`config.mk`:
```
export PLATFORM = sky130hd
export DESIGN_NAME = flash_secded_check
export DESIGN_NICKNAME = d
export VERILOG_FILES = /design/src/rtl/secded_pkg.sv /design/src/rtl/secded_unit.sv /design/src/rtl/secded_csr.sv /design/src/rtl/sbe_threshold_ctr.sv /design/src/rtl/flash_secded_check.sv
export SDC_FILE = /design/constraint.sdc
export NUM_CORES = 1
export LEC_CHECK = 0
export BUFFER_PORTS_ARGS = -buffer_cell sky130_fd_sc_hd__buf_2
export CAP_MARGIN = 25
export CORE_MARGIN = 2
export CORE_UTILIZATION = 35
export CTS_BUF_LIST = sky130_fd_sc_hd__clkbuf_16
export CTS_CLUSTER_SIZE = 25
export DETAILED_ROUTE_END_ITERATION = 8
export HOLD_SLACK_MARGIN = 0.15
export PLACE_DENSITY = 0.63
export SLEW_MARGIN = 40
export SYNTH_ARGS = -nofsm -noshare
export SYNTH_HDL_FRONTEND = slang
export SYNTH_SLANG_ARGS = --single-unit
export TNS_END_PERCENT = 10
```
`constraint.sdc`:
```
create_clock -name clk -period 24.5 [get_ports clk]
set_input_delay 3.675 -clock clk [delete_from_list [all_inputs] [get_ports clk]]
set_output_delay 3.675 -clock clk [all_outputs]
set_load 0.01 [all_outputs]
```
`src/rtl/secded_pkg.sv`:
```
// Shared definitions for the SECDED read checker.
// Assumes a fixed 64-bit data half, 8 check bits and a 19-bit word address.
// The column table is computed here: weight-3 bytes first, then weight-5 bytes,
// each group in ascending numeric order.
package secded_pkg;
    localparam int DW     = 64;
    localparam int AW     = 19;
    localparam int CW     = 8;
    localparam int PW     = DW + AW;
    localparam int POS_W  = 7;
    localparam int NUNIT  = 2;
    localparam int RD_W   = NUNIT * DW;
    localparam int RCW    = NUNIT * CW;
    localparam int REG_W  = 32;
    localparam int OFS_W  = 3;

    // Register offsets written through the write port.
    typedef enum logic [OFS_W-1:0] {
        OFS_CTRL  = 3'd0,
        OFS_TDLO  = 3'd1,
        OFS_TDHI  = 3'd2,
        OFS_TCHK  = 3'd3,
        OFS_TADR  = 3'd4,
        OFS_THR   = 3'd5,
        OFS_CLR   = 3'd6,
        OFS_NONE  = 3'd7
    } reg_ofs_e;

    // Decode result of one unit.
    typedef struct packed {
        logic [DW-1:0]    data;
        logic             sbe;
        logic             ue;
        logic [POS_W-1:0] pos;
    } dec_t;

    // Builds the flat column table, one CW-bit column per payload index.
    function automatic logic [PW*CW-1:0] build_cols();
        logic [PW*CW-1:0] cols;
        int n;
        cols = '0;
        n = 0;
        for (int w = 3; w <= 5; w += 2) begin
            for (int v = 1; v < 256; v++) begin
                if ($countones(v[7:0]) == w && n < PW) begin
                    cols[n*CW +: CW] = v[7:0];
                    n++;
                end
            end
        end
        return cols;
    endfunction

    localparam logic [PW*CW-1:0] HCOLS = build_cols();
endpackage

```
`src/rtl/secded_unit.sv`:
```
// One SECDED unit: computes the syndrome over data, address and check bits,
// then classifies and corrects it.
// Purely combinational; the caller registers the results.
// Assumes secded_pkg::HCOLS holds distinct odd-weight columns.
module secded_unit
    import secded_pkg::*;
(
    input  logic [DW-1:0] data_i,
    input  logic [CW-1:0] chk_i,
    input  logic [AW-1:0] addr_i,
    output dec_t          res_o
);
    logic [PW-1:0]    payload;
    logic [CW-1:0]    syn;
    logic [DW-1:0]    flip;
    logic             data_hit;
    logic             chk_hit;
    logic [POS_W-1:0] pos;

    assign payload = {addr_i, data_i};

    // Syndrome: recomputed check bits XOR the received check bits.
    always_comb begin
        syn = chk_i;
        for (int j = 0; j < PW; j++) begin
            if (payload[j]) syn = syn ^ HCOLS[j*CW +: CW];
        end
    end

    // Match the syndrome against the data columns and the unit columns.
    always_comb begin
        flip     = '0;
        data_hit = 1'b0;
        pos      = '0;
        for (int i = 0; i < DW; i++) begin
            if (syn == HCOLS[i*CW +: CW]) begin
                flip[i]  = 1'b1;
                data_hit = 1'b1;
                pos      = POS_W'(i);
            end
        end
        chk_hit = ($countones(syn) == 1);
        if (chk_hit) begin
            for (int r = 0; r < CW; r++) begin
                if (syn[r]) pos = POS_W'(DW + r);
            end
        end
    end

    assign res_o.data = data_i ^ flip;
    assign res_o.sbe  = data_hit | chk_hit;
    assign res_o.ue   = (syn != '0) && !(data_hit || chk_hit);
    assign res_o.pos  = pos;
endmodule

```
`src/rtl/secded_csr.sv`:
```
// Register file for test mode, threshold and clear commands.
// Write-only, one register per cycle.
// The clear offset produces one-cycle pulses and holds no state.
module secded_csr
    import secded_pkg::*;
#(
    parameter int CNT_W = 16
) (
    input  logic             clk,
    input  logic             rst_n,
    input  logic             wr_en,
    input  logic [OFS_W-1:0] wr_addr,
    input  logic [REG_W-1:0] wr_data,
    output logic             test_en_o,
    output logic             unit_sel_o,
    output logic [DW-1:0]    t_data_o,
    output logic [CW-1:0]    t_chk_o,
    output logic [AW-1:0]    t_addr_o,
    output logic [CNT_W-1:0] thresh_o,
    output logic             clr_flags_o,
    output logic             clr_cnt_o
);
    reg_ofs_e ofs;
    assign ofs = reg_ofs_e'(wr_addr);

    // Register update on write strobe.
    always_ff @(posedge clk) begin
        if (!rst_n) begin
            test_en_o  <= 1'b0;
            unit_sel_o <= 1'b0;
            t_data_o   <= '0;
            t_chk_o    <= '0;
            t_addr_o   <= '0;
            thresh_o   <= '0;
        end else if (wr_en) begin
            case (ofs)
                OFS_CTRL: begin
                    test_en_o  <= wr_data[0];
                    unit_sel_o <= wr_data[1];
                end
                OFS_TDLO: t_data_o[REG_W-1:0]  <= wr_data;
                OFS_TDHI: t_data_o[DW-1:REG_W] <= wr_data;
                OFS_TCHK: t_chk_o  <= wr_data[CW-1:0];
                OFS_TADR: t_addr_o <= wr_data[AW-1:0];
                OFS_THR:  thresh_o <= wr_data[CNT_W-1:0];
                default: ;
            endcase
        end
    end

    assign clr_flags_o = wr_en && (ofs == OFS_CLR) && wr_data[0];
    assign clr_cnt_o   = wr_en && (ofs == OFS_CLR) && wr_data[1];
endmodule

```
`src/rtl/sbe_threshold_ctr.sv`:
```
// Saturating counter of correctable-error cycles, with threshold-gated interrupt.
// A clear takes effect before the increment of the same cycle.
// irq_o is a registered one-cycle pulse.
module sbe_threshold_ctr #(
    parameter int CNT_W = 16
) (
    input  logic             clk,
    input  logic             rst_n,
    input  logic             evt_i,
    input  logic             clr_i,
    input  logic [CNT_W-1:0] thresh_i,
    output logic [CNT_W-1:0] cnt_o,
    output logic             irq_o
);
    localparam logic [CNT_W-1:0] CMAX = '1;

    logic [CNT_W-1:0] base;
    logic [CNT_W-1:0] nxt;

    // Next count: optional clear, then a saturating increment.
    always_comb begin
        base = clr_i ? '0 : cnt_o;
        nxt  = base;
        if (evt_i && base != CMAX) nxt = base + CNT_W'(1);
    end

    // Count and interrupt registers.
    always_ff @(posedge clk) begin
        if (!rst_n) begin
            cnt_o <= '0;
            irq_o <= 1'b0;
        end else begin
            cnt_o <= nxt;
            irq_o <= evt_i && (nxt > thresh_i);
        end
    end

    assert_cnt_saturates_R8: assert property (@(posedge clk) disable iff (!rst_n)
        (cnt_o == CMAX && evt_i && !clr_i) |=> (cnt_o == CMAX));
    assert_thresh_zero_fires_R8: assert property (@(posedge clk) disable iff (!rst_n)
        (evt_i && thresh_i == '0) |=> irq_o);
endmodule

```
`src/rtl/flash_secded_check.sv`:
```
// Top of the flash read checker: two SECDED units over the halves of a 128-bit read.
// A test mux feeds the register values into the selected unit.
// Also holds the sticky status, the correctable-error counter and the error pulses.
// Assumes CNT_W <= 16 so the counter fits in status bits 31:16.
module flash_secded_check
    import secded_pkg::*;
#(
    parameter int CNT_W = 16
) (
    input  logic               clk,
    input  logic               rst_n,
    input  logic               rd_valid,
    input  logic [AW-2:0]      rd_waddr,
    input  logic [RD_W-1:0]    rd_data,
    input  logic [RCW-1:0]     rd_ecc,
    input  logic               reg_wr_en,
    input  logic [OFS_W-1:0]   reg_addr,
    input  logic [REG_W-1:0]   reg_wdata,
    output logic               out_valid,
    output logic [RD_W-1:0]    out_data,
    output logic [REG_W-1:0]   test_out_hi,
    output logic [REG_W-1:0]   test_out_lo,
    output logic [REG_W-1:0]   err_status,
    output logic               sbe_irq,
    output logic               nmi_req
);
    localparam int CNT_LSB = 16;

    logic             test_en;
    logic             unit_sel;
    logic [DW-1:0]    t_data;
    logic [CW-1:0]    t_chk;
    logic [AW-1:0]    t_addr;
    logic [CNT_W-1:0] thresh;
    logic             clr_flags;
    logic             clr_cnt;

    secded_csr #(.CNT_W(CNT_W)) u_csr (
        .clk         (clk),
        .rst_n       (rst_n),
        .wr_en       (reg_wr_en),
        .wr_addr     (reg_addr),
        .wr_data     (reg_wdata),
        .test_en_o   (test_en),
        .unit_sel_o  (unit_sel),
        .t_data_o    (t_data),
        .t_chk_o     (t_chk),
        .t_addr_o    (t_addr),
        .thresh_o    (thresh),
        .clr_flags_o (clr_flags),
        .clr_cnt_o   (clr_cnt)
    );

    dec_t             res     [NUNIT];
    logic [NUNIT-1:0] sbe_evt;
    logic [NUNIT-1:0] ue_evt;

    for (genvar u = 0; u < NUNIT; u++) begin : g_unit
        logic          is_tgt;
        logic          eval;
        logic [DW-1:0] d_in;
        logic [CW-1:0] c_in;
        logic [AW-1:0] a_in;

        // Input mux: test registers for the selected unit, flash otherwise.
        assign is_tgt = test_en && (unit_sel == 1'(u));
        assign eval   = test_en ? is_tgt : rd_valid;
        assign d_in   = is_tgt ? t_data : rd_data[u*DW +: DW];
        assign c_in   = is_tgt ? t_chk  : rd_ecc[u*CW +: CW];
        assign a_in   = is_tgt ? t_addr : {rd_waddr, 1'(u)};

        secded_unit u_dec (
            .data_i (d_in),
            .chk_i  (c_in),
            .addr_i (a_in),
            .res_o  (res[u])
        );

        assign sbe_evt[u] = eval && res[u].sbe;
        assign ue_evt[u]  = eval && res[u].ue;
    end

    logic             any_sbe;
    logic             any_ue;
    logic [CNT_W-1:0] cnt;

    assign any_sbe = |sbe_evt;
    assign any_ue  = |ue_evt;

    sbe_threshold_ctr #(.CNT_W(CNT_W)) u_ctr (
        .clk      (clk),
        .rst_n    (rst_n),
        .evt_i    (any_sbe),
        .clr_i    (clr_cnt),
        .thresh_i (thresh),
        .cnt_o    (cnt),
        .irq_o    (sbe_irq)
    );

    // Corrected flash word register; the flash path is shut off in test mode.
    always_ff @(posedge clk) begin
        if (!rst_n) begin
            out_valid <= 1'b0;
            out_data  <= '0;
        end else begin
            out_valid <= rd_valid && !test_en;
            if (rd_valid && !test_en) out_data <= {res[1].data, res[0].data};
        end
    end

    // Capture the output of the unit under test on every test cycle.
    always_ff @(posedge clk) begin
        if (!rst_n) begin
            test_out_hi <= '0;
            test_out_lo <= '0;
        end else if (test_en) begin
            test_out_hi <= res[unit_sel].data[DW-1:REG_W];
            test_out_lo <= res[unit_sel].data[REG_W-1:0];
        end
    end

    logic             rec_unit;
    logic [POS_W-1:0] rec_pos;

    // Pick the unit to record: the lower unit wins when both have an error.
    always_comb begin
        rec_unit = 1'b0;
        rec_pos  = res[0].pos;
        if (!sbe_evt[0] && sbe_evt[1]) begin
            rec_unit = 1'b1;
            rec_pos  = res[1].pos;
        end
    end

    logic             sbe_flag;
    logic             ue_flag;
    logic             st_unit;
    logic [POS_W-1:0] st_pos;

    // Sticky flags; a new error in the same cycle beats a clear.
    always_ff @(posedge clk) begin
        if (!rst_n) begin
            sbe_flag <= 1'b0;
            ue_flag  <= 1'b0;
            st_unit  <= 1'b0;
            st_pos   <= '0;
            nmi_req  <= 1'b0;
        end else begin
            sbe_flag <= any_sbe | (sbe_flag & !clr_flags);
            ue_flag  <= any_ue  | (ue_flag  & !clr_flags);
            if (any_sbe) begin
                st_unit <= rec_unit;
                st_pos  <= rec_pos;
            end else if (clr_flags) begin
                st_unit <= 1'b0;
                st_pos  <= '0;
            end
            nmi_req <= any_ue;
        end
    end

    // Status word packing.
    always_comb begin
        err_status                  = '0;
        err_status[0]               = sbe_flag;
        err_status[1]               = ue_flag;
        err_status[2]               = st_unit;
        err_status[8 +: POS_W]      = st_pos;
        err_status[CNT_LSB +: CNT_W] = cnt;
    end

    assert_nmi_follows_ue_R4: assert property (@(posedge clk) disable iff (!rst_n)
        any_ue |=> nmi_req);
    assert_flash_blocked_in_test_R7: assert property (@(posedge clk) disable iff (!rst_n)
        test_en |=> !out_valid);
    assert_sbe_flag_sticky_R9: assert property (@(posedge clk) disable iff (!rst_n)
        (sbe_flag && !clr_flags) |=> sbe_flag);
    assert_ue_flag_sticky_R9: assert property (@(posedge clk) disable iff (!rst_n)
        (ue_flag && !clr_flags) |=> ue_flag);
    assert_irq_needs_sbe_R8: assert property (@(posedge clk) disable iff (!rst_n)
        !any_sbe |=> !sbe_irq);
endmodule

```
==> flow_results.org <==
** Route
- Total met2 wirelength after detailed routing :: roughly 57 mm
- Post-route antenna net violation count :: 0
- The detailed router placed 26.4k vias in this run.
- Pre-Repair DR Iteration Count :: 6
- In the routed layout, each cell is associated on average with a via count of approximately 5.7.
- Mean routed wirelength per cell :: just over 30 µm
- Routed metal-1 wirelength :: 57.9 mm
- Met3 wire len :: 15.5 mm
- Wire length reported by the detailed router :: about 140 mm
- Routed signal wires occupy layers up through met5.
- For this run, design rule violations remaining after detail routing come to 0.
- For this block, the initial DRC count from the detailed router was 3426.

** Setup path
- Along the worst path, the maximum fanout reaches 35.
- Required @ worst endpoint :: ~25 ns
- On the worst path, the slowest cell contributes a delay of 0.77 ns.
- Among all stages on the critical path, the largest delay is contributed by sky130_fd_sc_hd__or4b_2.
- Arrival time worst endpoint :: 12.60 ns
- Critical path class :: input pin to flip-flop
- The worst register-to-register path has a setup slack of ~13 ns.
- Kind of start point of the critical path :: input pin
- The worst register-to-register path has a depth of 32.
- Worst reg2reg endpoint :: u_ctr.irq_o$_SDFF_PN0_
- The worst setup path is captured at a flip-flop.
- In this run the critical register-to-register path is launched from u_csr.unit_sel_o$_SDFFE_PN0P_.

** Die
- Cell Rows :: approximately 100
- The floorplan step defined a core boundary enclosing 75600 µm².
- Measured along the y axis, the die boundary spans about 280 µm.
- In this run the count of I/O pins placed on the die edge is 428.
- DIE AREA :: 78200 µm²
- The initial utilization of the core area, before any placement, comes to 0.352.
- Die X :: 280 µm

** Timing
- In the final timing run, aggregate negative setup slack is 0 ns.
- Top achievable clock speed :: 82.2 MHz
- Post-route fraction of the period consumed by the critical path :: 0.497
- At the pin with the least slew margin, the transition time is between 0.9 and 1 ns.
- Worst max-slew margin expressed relative to the limit :: 0.346
- Setup slack on the critical path of the routed design comes to 12.33 ns.
- Endpoints failing hold :: 0
- Number of max-slew violations in the final report :: 0
- Setup repair after global routing left no endpoint under its margin.
- Final setup violating endpoints :: 0
- Counting I/O delays and the setup requirement, the final critical path takes 12.17 ns.
- Between clock sinks in the finished design, the worst skew comes to 0.0216 ns.

** Layout
- Final Instance Area :: 30900 µm²
- The top cell types in the final layout, fill and taps aside, are sky130_fd_sc_hd__nand2_1, sky130_fd_sc_hd__buf_2, sky130_fd_sc_hd__xnor2_1.
- Of the cells placed in the final design, the portion with a size suffix greater than 1 is 0.174.
- The library cell used most frequently in the layout, excluding fill and tap cells, is sky130_fd_sc_hd__nand2_1.
- Relative area change from synthesis to final layout :: 16.0%
- Count of nets after finishing :: around 3.8k

** Yosys
- Synth Area in XOR/XNOR :: 0.259
- Syn Std Cell Area :: 26600 µm²
- Async set-reset flop share out of synthesis :: 0
- Among all flip-flop cells after synthesis, the most frequent one is sky130_fd_sc_hd__dfxtp_1.
- Of the total synthesized cell area, the portion taken by AND, OR, NAND and NOR gates is 0.169.
- The synthesized design contains 330 register bits.
- Adder-Cell Fraction of Synth Area :: 0.0234
- Main combinational cell family by area after synthesis :: XOR/XNOR gates
- Synth unique cells :: 108
- Each instance of the synthesized netlist takes up on average 7.95 µm².
- In this run, synthesis inferred 0 flip-flops with an integrated enable.
- Share of cell area taken by muxes after synthesis :: 0.111
- The synthesized-area fraction occupied by ao, oa, aoi and oai cells is 0.135.
- Number of synthesis warnings :: 0
- The cell count after synthesis came out at 3345.
- Sequential area share after synthesis :: 0.248

** Clocking
- The clock net in this run drives a total of 330 sinks.
- Number of CTS-inserted buffers :: 42
- Quantity of hold-fixing buffers added after cts :: 0
- Clock latency reported for the late side of the worst-skew pair :: 0.59 ns
- H-tree Lvls :: 2
- CTS tree :: done
- The cell sitting at the root of the clock tree is a sky130_fd_sc_hd__clkbuf_16.
- Setup repair bufs after CTS :: 0
- Clock transition at the registers of the reported paths :: 0.06 ns
- Once the clock tree was built, the resizer swapped 0 gates to a different size.
- No sink is reached through more buffers than the 3 on the longest clock path.

** Global routing
- For this run, the total global-route usage over all layers was measured as 0.342.
- For this run the aggregate overflow at the end of global routing stands at 0.
- The number of antenna violations at the first check in global routing was 15.
- Largest net degree at the start of global routing :: between 100 and 150
- The first global-routing pass estimated 189 mm of wire.
- The number of global-route vias before repair is 23.9k.

** Placement
- After detailed placement, the total cell area comes to between 20000 and 30000 µm².
- Count of buffers inserted at the top-level ports :: 421
- The congestion estimate from routability-driven global placement came to 1.07.
- DP Worst Slack :: approximately 12 ns
- Summed over all nets, the half-perimeter wirelength after detailed placement is 112 mm.

** Hold path
- In this run the most critical hold path is launched from out_data[119]$_SDFFE_PN0P_.
- Worst Hold Path Cells :: 2
- Sink of the worst hold path :: out_data[119]$_SDFFE_PN0P_
- The tightest min-delay check is of the flip-flop to flip-flop type.

** Flow run
- MaxCap Viol Count :: 0

** Run status
- Run status :: completed
[cell type report]
cell class | count | area (µm²)
clock buffers | 42 | 1050
inverters | 50 | 200
repair buffers | 476 | 2570
well taps | 978 | 1220
clock inverters | 35 | 383
flip-flops and latches | 330 | 6610
fillers | 7901 | 44700
diodes | 11 | 27.5
multi-input cells | 2690 | 18800
[cells in the mapped netlist, drive strengths merged (13+ instances only)]
| cell type | number | area share |
|---|---|---|
| o21ai | 69 | 0.013 |
| nand2 | 573 | 0.081 |
| nor3 | 51 | 0.010 |
| and3 | 17 | 0.0040 |
| ha | 37 | 0.017 |
| nand4 | 25 | 0.0061 |
| xor2 | 243 | 0.081 |
| a211oi | 70 | 0.020 |
| mux2i | 284 | 0.11 |
| buf | 98 | 0.021 |
| xnor3 | 37 | 0.031 |
| o22ai | 13 | 0.0031 |
| nor2 | 302 | 0.043 |
| and2 | 16 | 0.0038 |
| inv | 49 | 0.0069 |
| a21oi | 295 | 0.056 |
| clkbuf | 182 | 0.026 |
| dfxtp | 330 | 0.25 |
| xnor2 | 419 | 0.14 |
| nand3 | 35 | 0.0068 |
[cells by family (layout without fill, tap and decap cells)]
| kind of cell | Yosys count | count (layout) |
|---|---|---|
| buffers and inverters | 330 | 603 |
| AO/OA/AOI/OAI | 573 | 573 |
| AND/OR/NAND/NOR | 1069 | 1069 |
| other | 1 | 17 |
| multiplexers | 293 | 293 |
| adder cells (fa/ha/maj) | 45 | 45 |
| XOR/XNOR | 704 | 704 |
| flip-flops | 330 | 330 |
[critical path, delay by kind of cell]
family / cells / cell delay (ns)
AND/OR/NAND/NOR: 5 / 1.53
multiplexers: 2 / 0.62
buffers and inverters: 4 / 0.85
XOR/XNOR: 5 / 1.75
adder cells (fa/ha/maj): 5 / 2.03
AO/OA/AOI/OAI: 10 / 2.12
[through the flow]
step | cells | hold WS (ns) | utilization
finish | 4612 | 0.448 | 0.408
global placement | 4519 | 0.439 | 0.387
CTS | 4600 | 0.452 | 0.408
global route | 4608 | 0.464 | 0.408
floorplan | 3350 | 0.436 | -
detailed placement | 4523 | 0.445 | 0.389
[worst max-delay path by stage]
stage                  from                endpoint  cells past startpoint
6_report       rd_waddr[13]  u_ctr.irq_o$_SDFF_PN0_                     31
5_1_grt        rd_waddr[13]  u_ctr.irq_o$_SDFF_PN0_                     31
4_1_cts        rd_waddr[13]  u_ctr.irq_o$_SDFF_PN0_                     31
3_5_place_dp   rd_waddr[13]  u_ctr.irq_o$_SDFF_PN0_                     31
3_3_place_gp   rd_waddr[13]  u_ctr.irq_o$_SDFF_PN0_                     31
2_1_floorplan   rd_waddr[1]  u_ctr.irq_o$_SDFF_PN0_                     33
[routing by layer]
metal,track usage,vias to the layer above
met1,0.470,12633
met4,0.189,8
met5,0,-
li1,-,11740
met3,0.0792,361
met2,0.490,1690
[registers in the layout (all words and copies together) (netlist names)]
signal and flops:
u_ctr.irq_o 1, ue_flag 1, u_csr.unit_sel_o 1, out_valid 1
u_csr.t_addr_o 19, u_csr.t_chk_o 8, test_out_lo 32, u_csr.test_en_o 1
nmi_req 1, sbe_flag 1, test_out_hi 32, u_csr.t_data_o 64
u_ctr.cnt_o 16, out_data 128, st_unit 1, u_csr.thresh_o 16
st_pos 7
Power is left out: the tool's default activity adds up to more than one toggle a clock period on the data nets, which glitch-free logic cannot reach.
